`src/rtl/nvr_pkg.sv`:
```
package nvr_pkg;
    typedef enum logic [1:0] {
        OP_READ  = 2'b00,
        OP_WRITE = 2'b01,
        OP_LOAD  = 2'b10,
        OP_SAVE  = 2'b11
    } nvr_op_e;
endpackage

```
`src/rtl/nvr_busy_timer.sv`:
```
module nvr_busy_timer #(
    parameter int CYCLES = 1000,
    localparam int CW = $clog2(CYCLES + 1)
) (
    input  logic clk,
    input  logic rst_n,
    input  logic start,
    output logic busy,
    output logic done
);
    typedef struct packed {
        logic          busy;
        logic [CW-1:0] cnt;
    } tmr_t;

    tmr_t tmr_d, tmr_q;

    always_comb begin
        tmr_d = tmr_q;
        if (tmr_q.busy) begin
            if (tmr_q.cnt == '0) tmr_d.busy = 1'b0;
            else                 tmr_d.cnt  = tmr_q.cnt - 1'b1;
        end else if (start) begin
            tmr_d.busy = 1'b1;
            tmr_d.cnt  = CW'(CYCLES - 1);
        end
    end

    always_ff @(posedge clk) begin
        if (!rst_n) tmr_q <= '0;
        else        tmr_q <= tmr_d;
    end

    assign busy = tmr_q.busy;
    assign done = tmr_q.busy && (tmr_q.cnt == '0);
endmodule

```
`src/rtl/nvr_cell_array.sv`:
```
module nvr_cell_array #(
    parameter int ENTRIES = 16,
    parameter int DW = 8,
    parameter logic [DW-1:0] INIT_VAL = 8'h80,
    localparam int IW = $clog2(ENTRIES)
) (
    input  logic          clk,
    input  logic          rst_n,
    input  logic          wr_en,
    input  logic [IW-1:0] wr_idx,
    input  logic [DW-1:0] wr_data,
    input  logic [IW-1:0] rd_idx,
    output logic [DW-1:0] rd_data,
    output logic [DW-1:0] dflt_data
);
    logic [DW-1:0] cell_q [ENTRIES];

    for (genvar i = 0; i < ENTRIES; i++) begin : g_cell
        logic [DW-1:0] cell_d;
        always_comb begin
            cell_d = cell_q[i];
            if (wr_en && (wr_idx == IW'(i))) cell_d = wr_data;
        end
        always_ff @(posedge clk) begin
            if (!rst_n) cell_q[i] <= INIT_VAL;
            else        cell_q[i] <= cell_d;
        end
    end

    assign rd_data   = cell_q[rd_idx];
    assign dflt_data = cell_q[0];
endmodule

```
`src/rtl/nvr_bank_store.sv`:
```
module nvr_bank_store
    import nvr_pkg::*;
#(
    parameter int BANKS = 4,
    parameter int REGS = 4,
    parameter int DW = 8,
    parameter int BUSY_CYCLES = 1000,
    parameter logic [DW-1:0] INIT_VAL = 8'h80,
    localparam int BANK_W = $clog2(BANKS),
    localparam int REG_W = $clog2(REGS),
    localparam int ENTRIES = BANKS * REGS,
    localparam int IW = $clog2(ENTRIES)
) (
    input  logic              clk,
    input  logic              rst_n,
    input  logic              req_valid,
    input  logic [1:0]        req_op,
    input  logic [BANK_W-1:0] req_bank,
    input  logic [REG_W-1:0]  req_reg,
    input  logic [DW-1:0]     req_data,
    input  logic [DW-1:0]     wiper_in,
    input  logic              wp_n,
    output logic              rd_valid,
    output logic [DW-1:0]     rd_data,
    output logic              ld_valid,
    output logic [DW-1:0]     ld_data,
    output logic              err,
    output logic              busy,
    output logic [DW-1:0]     default_val
);
    typedef struct packed {
        logic          rd_valid;
        logic [DW-1:0] rd_data;
        logic          ld_valid;
        logic [DW-1:0] ld_data;
        logic          err;
        logic [IW-1:0] pend_idx;
        logic [DW-1:0] pend_data;
    } ctl_t;

    ctl_t          ctl_d, ctl_q;
    logic          start, done;
    logic [IW-1:0] req_idx;
    logic [DW-1:0] cell_rd;
    nvr_op_e       op;

    // REGS is a power of two, so bank and register concatenate into the index
    assign req_idx = {req_bank, req_reg};
    assign op      = nvr_op_e'(req_op);

    always_comb begin
        ctl_d          = ctl_q;
        ctl_d.rd_valid = 1'b0;
        ctl_d.ld_valid = 1'b0;
        ctl_d.err      = 1'b0;
        start          = 1'b0;
        if (req_valid) begin
            unique case (op)
                OP_READ: begin
                    ctl_d.rd_valid = 1'b1;
                    ctl_d.rd_data  = cell_rd;
                end
                OP_LOAD: begin
                    ctl_d.ld_valid = 1'b1;
                    ctl_d.ld_data  = cell_rd;
                end
                OP_WRITE, OP_SAVE: begin
                    if (busy || !wp_n) begin
                        ctl_d.err = 1'b1;
                    end else begin
                        start           = 1'b1;
                        ctl_d.pend_idx  = req_idx;
                        ctl_d.pend_data = (op == OP_SAVE) ? wiper_in : req_data;
                    end
                end
                default: ;
            endcase
        end
    end

    always_ff @(posedge clk) begin
        if (!rst_n) ctl_q <= '0;
        else        ctl_q <= ctl_d;
    end

    nvr_busy_timer #(.CYCLES(BUSY_CYCLES)) u_timer (
        .clk   (clk),
        .rst_n (rst_n),
        .start (start),
        .busy  (busy),
        .done  (done)
    );

    nvr_cell_array #(.ENTRIES(ENTRIES), .DW(DW), .INIT_VAL(INIT_VAL)) u_cells (
        .clk       (clk),
        .rst_n     (rst_n),
        .wr_en     (done),
        .wr_idx    (ctl_q.pend_idx),
        .wr_data   (ctl_q.pend_data),
        .rd_idx    (req_idx),
        .rd_data   (cell_rd),
        .dflt_data (default_val)
    );

    assign rd_valid = ctl_q.rd_valid;
    assign rd_data  = ctl_q.rd_data;
    assign ld_valid = ctl_q.ld_valid;
    assign ld_data  = ctl_q.ld_data;
    assign err      = ctl_q.err;
endmodule

```
`config.mk`:
```
export PLATFORM = sky130hd
export DESIGN_NAME = nvr_bank_store
export DESIGN_NICKNAME = d
export VERILOG_FILES = /design/src/rtl/nvr_pkg.sv /design/src/rtl/nvr_busy_timer.sv /design/src/rtl/nvr_cell_array.sv /design/src/rtl/nvr_bank_store.sv
export SDC_FILE = /design/constraint.sdc
export NUM_CORES = 1
export LEC_CHECK = 0
export ABC_AREA = 1
export BUFFER_PORTS_ARGS = -buffer_cell sky130_fd_sc_hd__buf_2
export CORE_MARGIN = 3
export CORE_UTILIZATION = 61
export DETAILED_ROUTE_END_ITERATION = 7
export GPL_TIMING_DRIVEN = 0
export PLACE_DENSITY = 0.86
export SYNTH_ARGS = -nofsm -noshare
export SYNTH_HDL_FRONTEND = slang
export SYNTH_HIERARCHICAL = 1
export SYNTH_SLANG_ARGS = --single-unit
```
`constraint.sdc`:
```
create_clock -name clk -period 3.04 [get_ports clk]
set_clock_uncertainty 0.2 [all_clocks]
set_input_delay 0.608 -clock clk [delete_from_list [all_inputs] [get_ports clk]]
set_output_delay 0.608 -clock clk [all_outputs]
set_load 0.02 [all_outputs]
```
; ---- After elaboration in Yosys (flattened, before gate mapping)
; Memory sizes are Yosys's and may differ from the RTL's.
; Index checks and enable logic that the tools add are counted.
[totals]
register_bits = 42
latch_bits = 0
ram_bits = 128
rom_bits = 0
input_bits = 26
out_inout_bits = 28
word_cells = 152
n_memories = 1
[mem_list]
columns = name, depth, width, rd, rd_clocked_by_memory_dff, write_ports, line_no
row1 = u_cells.cell_q, 16, 8, 2, 0, 16, nvr_cell_array.sv:16  ; logic [DW-1:0] cell_q [ENTRIES];
[op_classes]
add_sub_neg = 1
multipliers = 0
div_mod_pow = 0
n_lt_le_gt_ge = 0
eq_ne = 34
shift = 0
mux = 45
bitwise_logic = 17
reduce_logical = 45
[ops]
columns = op, count
row1 = 2-to-1 mux 8 bit, 33
row2 = AND reduction 2 bit, 19
row3 = "== test 4 bit, second input constant", 8
row4 = 2-to-1 mux 11 bit, 2
row5 = 2-to-1 mux 9 bit, 2
row6 = logical AND 1 bit, 17
row7 = "== test 4 x 3 -> 1 bit, second input constant", 4
row8 = OR 1 bit, 16
row9 = "inequality test 1 bit, second input constant", 15
row10 = zero test 10 bit, 1
row11 = 2-to-1 mux 10 bit, 1
row12 = "subtractor 10 x 1 -> 10 bit, second input constant", 1
row13 = "== test 4 x 2 -> 1 bit, second input constant", 2
row14 = 2-to-1 mux 1 bit, 7
row15 = AND reduction 3 bit, 2
row16 = "== test 2 bit, second input constant", 2
row17 = "== test 4 x 1 -> 1 bit, second input constant", 1
row18 = zero test 4 bit, 1
row19 = "== test 2 x 1 -> 1 bit, second input constant", 1
row20 = zero test 2 bit, 1
row21 = "inequality test 2 bit, second input constant", 1
row22 = nonzero test 2 bit, 1
row23 = OR reduction 2 bit, 1
row24 = zero test 1 bit, 1
row25 = other kinds (2), 2

; ---- Logic depth before layout (Yosys ltp)
[logic_depth]
word_depth = 7
depth_mapped = 13
ltp_nobuf = 11

; ---- Modules after synthesis
; Netlist, hierarchy kept.
[by_module_without_submodules]
columns = mod, n_inst, cells_per_inst, area_each_um2, seq_area_each_um2
row1 = nvr_cell_array, 1, 732, 6333.6, 3763.6
row2 = nvr_bank_store, 1, 205, 1416.4, 620.6
row3 = nvr_busy_timer, 1, 94, 658.1, 220.2

; ---- Worst setup path after synthesis
; Ideal clock, no wire load.
[synth_timing]
kind = register to register
start = register u_timer/tmr_q[0] (netlist name)
end = memory u_cells.cell_q[11][0], enable pin
setup_ps = 384
arrival_ps = 2073
required_time_ps = 2456
slack_ps = 383
stages_incl_launch_ff = 10
path_buffers = 1
period_less_slack_ps = 2657
path_cell_list = dfxtp_1 -> inv_1 -> ha_1 -> nand2_2 -> nor2_4 -> nand2_4 -> buf_6 -> nor2_1 -> nand3_1 -> o21ai_0
[synth_rtl]
columns = item, line_no
row1 = from (decl), nvr_busy_timer.sv:16  ; tmr_t tmr_d, tmr_q;
row2 = from (signal assigned), nvr_busy_timer.sv:31  ; else tmr_q <= tmr_d;
row3 = to (decl), nvr_cell_array.sv:16

==> flow_metrics.py <==
metrics = {
    "floorplan": {
        "die_y_um": 123,
        "dieArea_sq_mm": 0.0152,
        "num_rows": 42,
        "floorplan.initialDensity": 0.630,
        "core_region_area_sq_mm": 0.0133,
        "top_level_ports": 54,
        "die_w_um": 123,
    },
    "sta": {
        "setup_slack_ns": -0.115,
        "slew_violations": 0,
        "report.final.setup_viol": 15,
        "period_share": 1.04,
        "max_slew_margin": 0.455,
        "worst_pin_slew_ns": 0.812,
        "fmax_mhz": 317,
        "hold_violations": 0,
        "whs_ns": 0.262,
        "rsz0062_at_grt": "yes",
        "min_period_ns": 3.16,
    },
    "grt": {
        "grt_pass1_vias": 6553,
        "grt_max_degree": 17,
        "grt_pass1_wl_mm": 33.4,
        "grt-ovfl-total": 0,
        "grt_use_total": 0.297,
        "antenna_found_initial": 0,
    },
    "synth": {
        "async_flop_share": 0,
        "postSynthAreaPerCell_sq_um": 8.16,
        "yosys.area.top_type": "edfxtp_1",
        "syn_nets": 1058,
        "ys_types": 30,
        "ys_seq_elements": 170,
        "yosysMostFrequentCell": "nand2_1",
        "yosys-top-cells-area": "edfxtp_1, dfxtp_1, nand2_1, nor2_1, nand3_1",
        "yosysSeqAreaShare": 0.548,
        "syn_area_sq_mm": 0.00841,
        "yosys_warnings": 6,
        "ys.flop_type": "edfxtp_1",
        "synth_top_area_share": 0.429,
        "synth_cells": 1031,
        "synth-edff-count": 120,
        "yosys-top-cells-count": "nand2_1, nor2_1, inv_1",
    },
    "detailed_routing": {
        "wl_per_cell_um": 17.3,
        "vias": 7322,
        "totalWireLength_mm": 22.4,
        "final_antenna_net_count": 0,
        "remaining_drc_errors": 0,
        "vias_per_cell": 5.67,
        "dr.pass1.iters": 6,
        "drt_iter0_drc": 991,
    },
    "finish": {
        "syn_to_final_growth_pct": 13.3,
        "nets": 1129,
        "n_antenna_cell": 0,
        "final_util": 0.713,
        "fillers": 1039,
        "drive_gt1_frac": 0.152,
    },
    "clock_tree": {
        "htree_levels": 4,
        "path_clk_slew_ns": 0.06,
        "cts_inserted_buffers": 17,
        "cts.sinks": 170,
        "worstSkewPairLatency_ns": 0.43,
        "cts_tree": "yes",
        "cts-hold-fix-buffers": 0,
        "ctsRootBufferMaster": "clkbuf_16",
        "cts_buffer_depth": 2,
    },
    "hold_path": {
        "worstHoldStart": "ld_data[5]",
        "hp-class": "register to register",
        "hold_end": "ld_data[5]",
        "hold_path_depth": 2,
    },
    "setup_path": {
        "critPathCaptureType": "register",
        "r2r-start": "u_timer/tmr_q[0]",
        "cp_data_required_time_ns": 3.12,
        "r2r-end": "u_cells/cell_q[7][4]",
        "crit_path_max_fanout": 10,
        "arrival_ns": 3.24,
        "critPathKind": "register to register",
        "critPathLaunchType": "register",
        "reg2reg_depth": 11,
        "r2r_slack_ns": -0.12,
        "startpoint": "u_timer/tmr_q[0]",
    },
    "status": {
        "violations": "negative setup slack",
        "status": "complete, but fails checks",
    },
    "placement": {
        "port_buffers": 52,
        "gp_congestion": 0.989,
        "dpl.hpwl_mm": 15.7,
        "preCtsSetupSlack_ns": -0.348,
    },
    "power": {
        "p_comb_frac": 0.117,
        "clkPwrFrac": 0.402,
        "internal-power_uw": 4030,
        "p_sw_uw": 1370,
        "power_density_mw_per_mm2": 567,
        "p_leak_uw": 0.00420,
        "swShare": 0.254,
        "vdd_ir_drop_max_v": 0.000345,
        "sequentialPowerShare": 0.481,
    },
    "job": {
        "maxCapViolations": 0,
    },
}
==> area by class of cell <==
class / instances / area, sq um / share of cell area
inverter: 154 / 578 / 0.0607
clock inverter: 10 / 83.8 / 0.00880
timing repair buffer: 52 / 260 / 0.0273
buffer: 64 / 350 / 0.0368
tap: 176 / 220 / 0.0231
sequential: 170 / 4600 / 0.484
multi-input combinational: 643 / 2910 / 0.305
clock buffer: 22 / 517 / 0.0543
==> registers in the layout, summed over array words and instances, names as in the netlist <==
name            count
u_cells/cell_q    128
ld_data             8
rd_valid            1
u_timer/busy        1
err                 1
u_timer/tmr_q      10
ctl_q              12
rd_data             8
ld_valid            1
==> what timing repair did <==
| action | CTS | global route |
|---|---|---|
| setup endpoints to repair | 96 | 71 |
| buffers inserted | 0 | 0 |
| gates resized for setup | 12 | 9 |
==> cells in the final DEF (no fill, tap or decap), types with 2 or more instances in the layout <==
cell type  Yosys  layout
nand3_1      119     119
nand3_2       12      12
nand2_2        5       5
buf_1          3       3
inv_4          0       2
buf_6          2       2
dfxtp_1       50      50
xor2_1         2       2
clkbuf_1      21      21
nand2_1      246     246
o21ai_0       29      17
buf_2         19      71
nand2_4        2       2
o21ai_1        1       4
inv_1        147     147
nor3_1         2       2
nor2_1       164     164
edfxtp_1     120     120
nor2_2         4       4
o21ai_2        0       9
buf_4         19      19
clkinv_2       0       5
clkbuf_8       0       3
clkbuf_16      0      19
nor2_4         3       3
nand4_1       25      25
a21oi_1       22      22
inv_2          7       7
==> stage by stage <==
| stage | std cells | power [uW] | setup TNS (ns) | instance area (sq um) |
|---|---|---|---|---|
| 3_5_place_dp | 1259 | 3250 | -15.97 | 8890 |
| 2_1_floorplan | 1031 | 3060 | 0 | 8410 |
| 5_1_grt | 1291 | 5560 | -3.72 | 9520 |
| 3_3_place_gp | 1259 | 3240 | -9.95 | 8890 |
| 4_1_cts | 1291 | 5390 | -0.0609 | 9490 |
| 6_report | 1291 | 5400 | -1.36 | 9520 |
==> metal layers <==
layer | wire, um | vias to the layer above | global-route usage
met5 | 0 | - | 0
met4 | 885 | 0 | 0.147
met3 | 2810 | 81 | 0.0814
met2 | 10400 | 463 | 0.452
met1 | 8300 | 3365 | 0.393
li1 | - | 3413 | -
==> power by group through the flow <==
| stage | Clock [uW] | Sequential [uW] | Combinational (uW) |
|---|---|---|---|
| final | 2170 | 2600 | 632 |
| after global routing | 2270 | 2600 | 686 |
| after CTS | 2180 | 2600 | 613 |
| after detailed placement | 0 | 2650 | 607 |
| after global placement | 0 | 2640 | 594 |
| after floorplan | 0 | 2640 | 422 |
==> worst max-delay path: stages, from the launching register on <==
cell,delay [ns]
dfxtp_1,0.29
inv_1,0.13
ha_1,0.23
nand2_2,0.11
nor2_4,0.17
nand2_4,0.08
buf_6,0.15
nor2_1,0.21
nand3_1,0.40
nor3_1,0.60
inv_1,0.28
nor2_1,0.16
==> worst max-delay path by stage <==
stage | cells after the start | endpoint
2_1_floorplan | 9 | u_cells/cell_q[11][0]
5_1_grt | 11 | u_cells/cell_q[7][0]
3_5_place_dp | 9 | u_cells/cell_q[11][4]
3_3_place_gp | 9 | u_cells/cell_q[7][2]
6_report | 11 | u_cells/cell_q[7][4]
4_1_cts | 9 | u_cells/cell_q[11][4]
==> logic make-up (layout without fill, tap and decap cells) <==
family | after synthesis | after routing | synth area share
fa+ha+maj | 1 | 1 | 0.00149
flops | 170 | 170 | 0.548
simple gates | 585 | 585 | 0.304
buf+inv | 218 | 302 | 0.110
xor+xnor | 2 | 2 | 0.00208
compound gates | 55 | 55 | 0.0342
(Power assumes the default switching activity.)
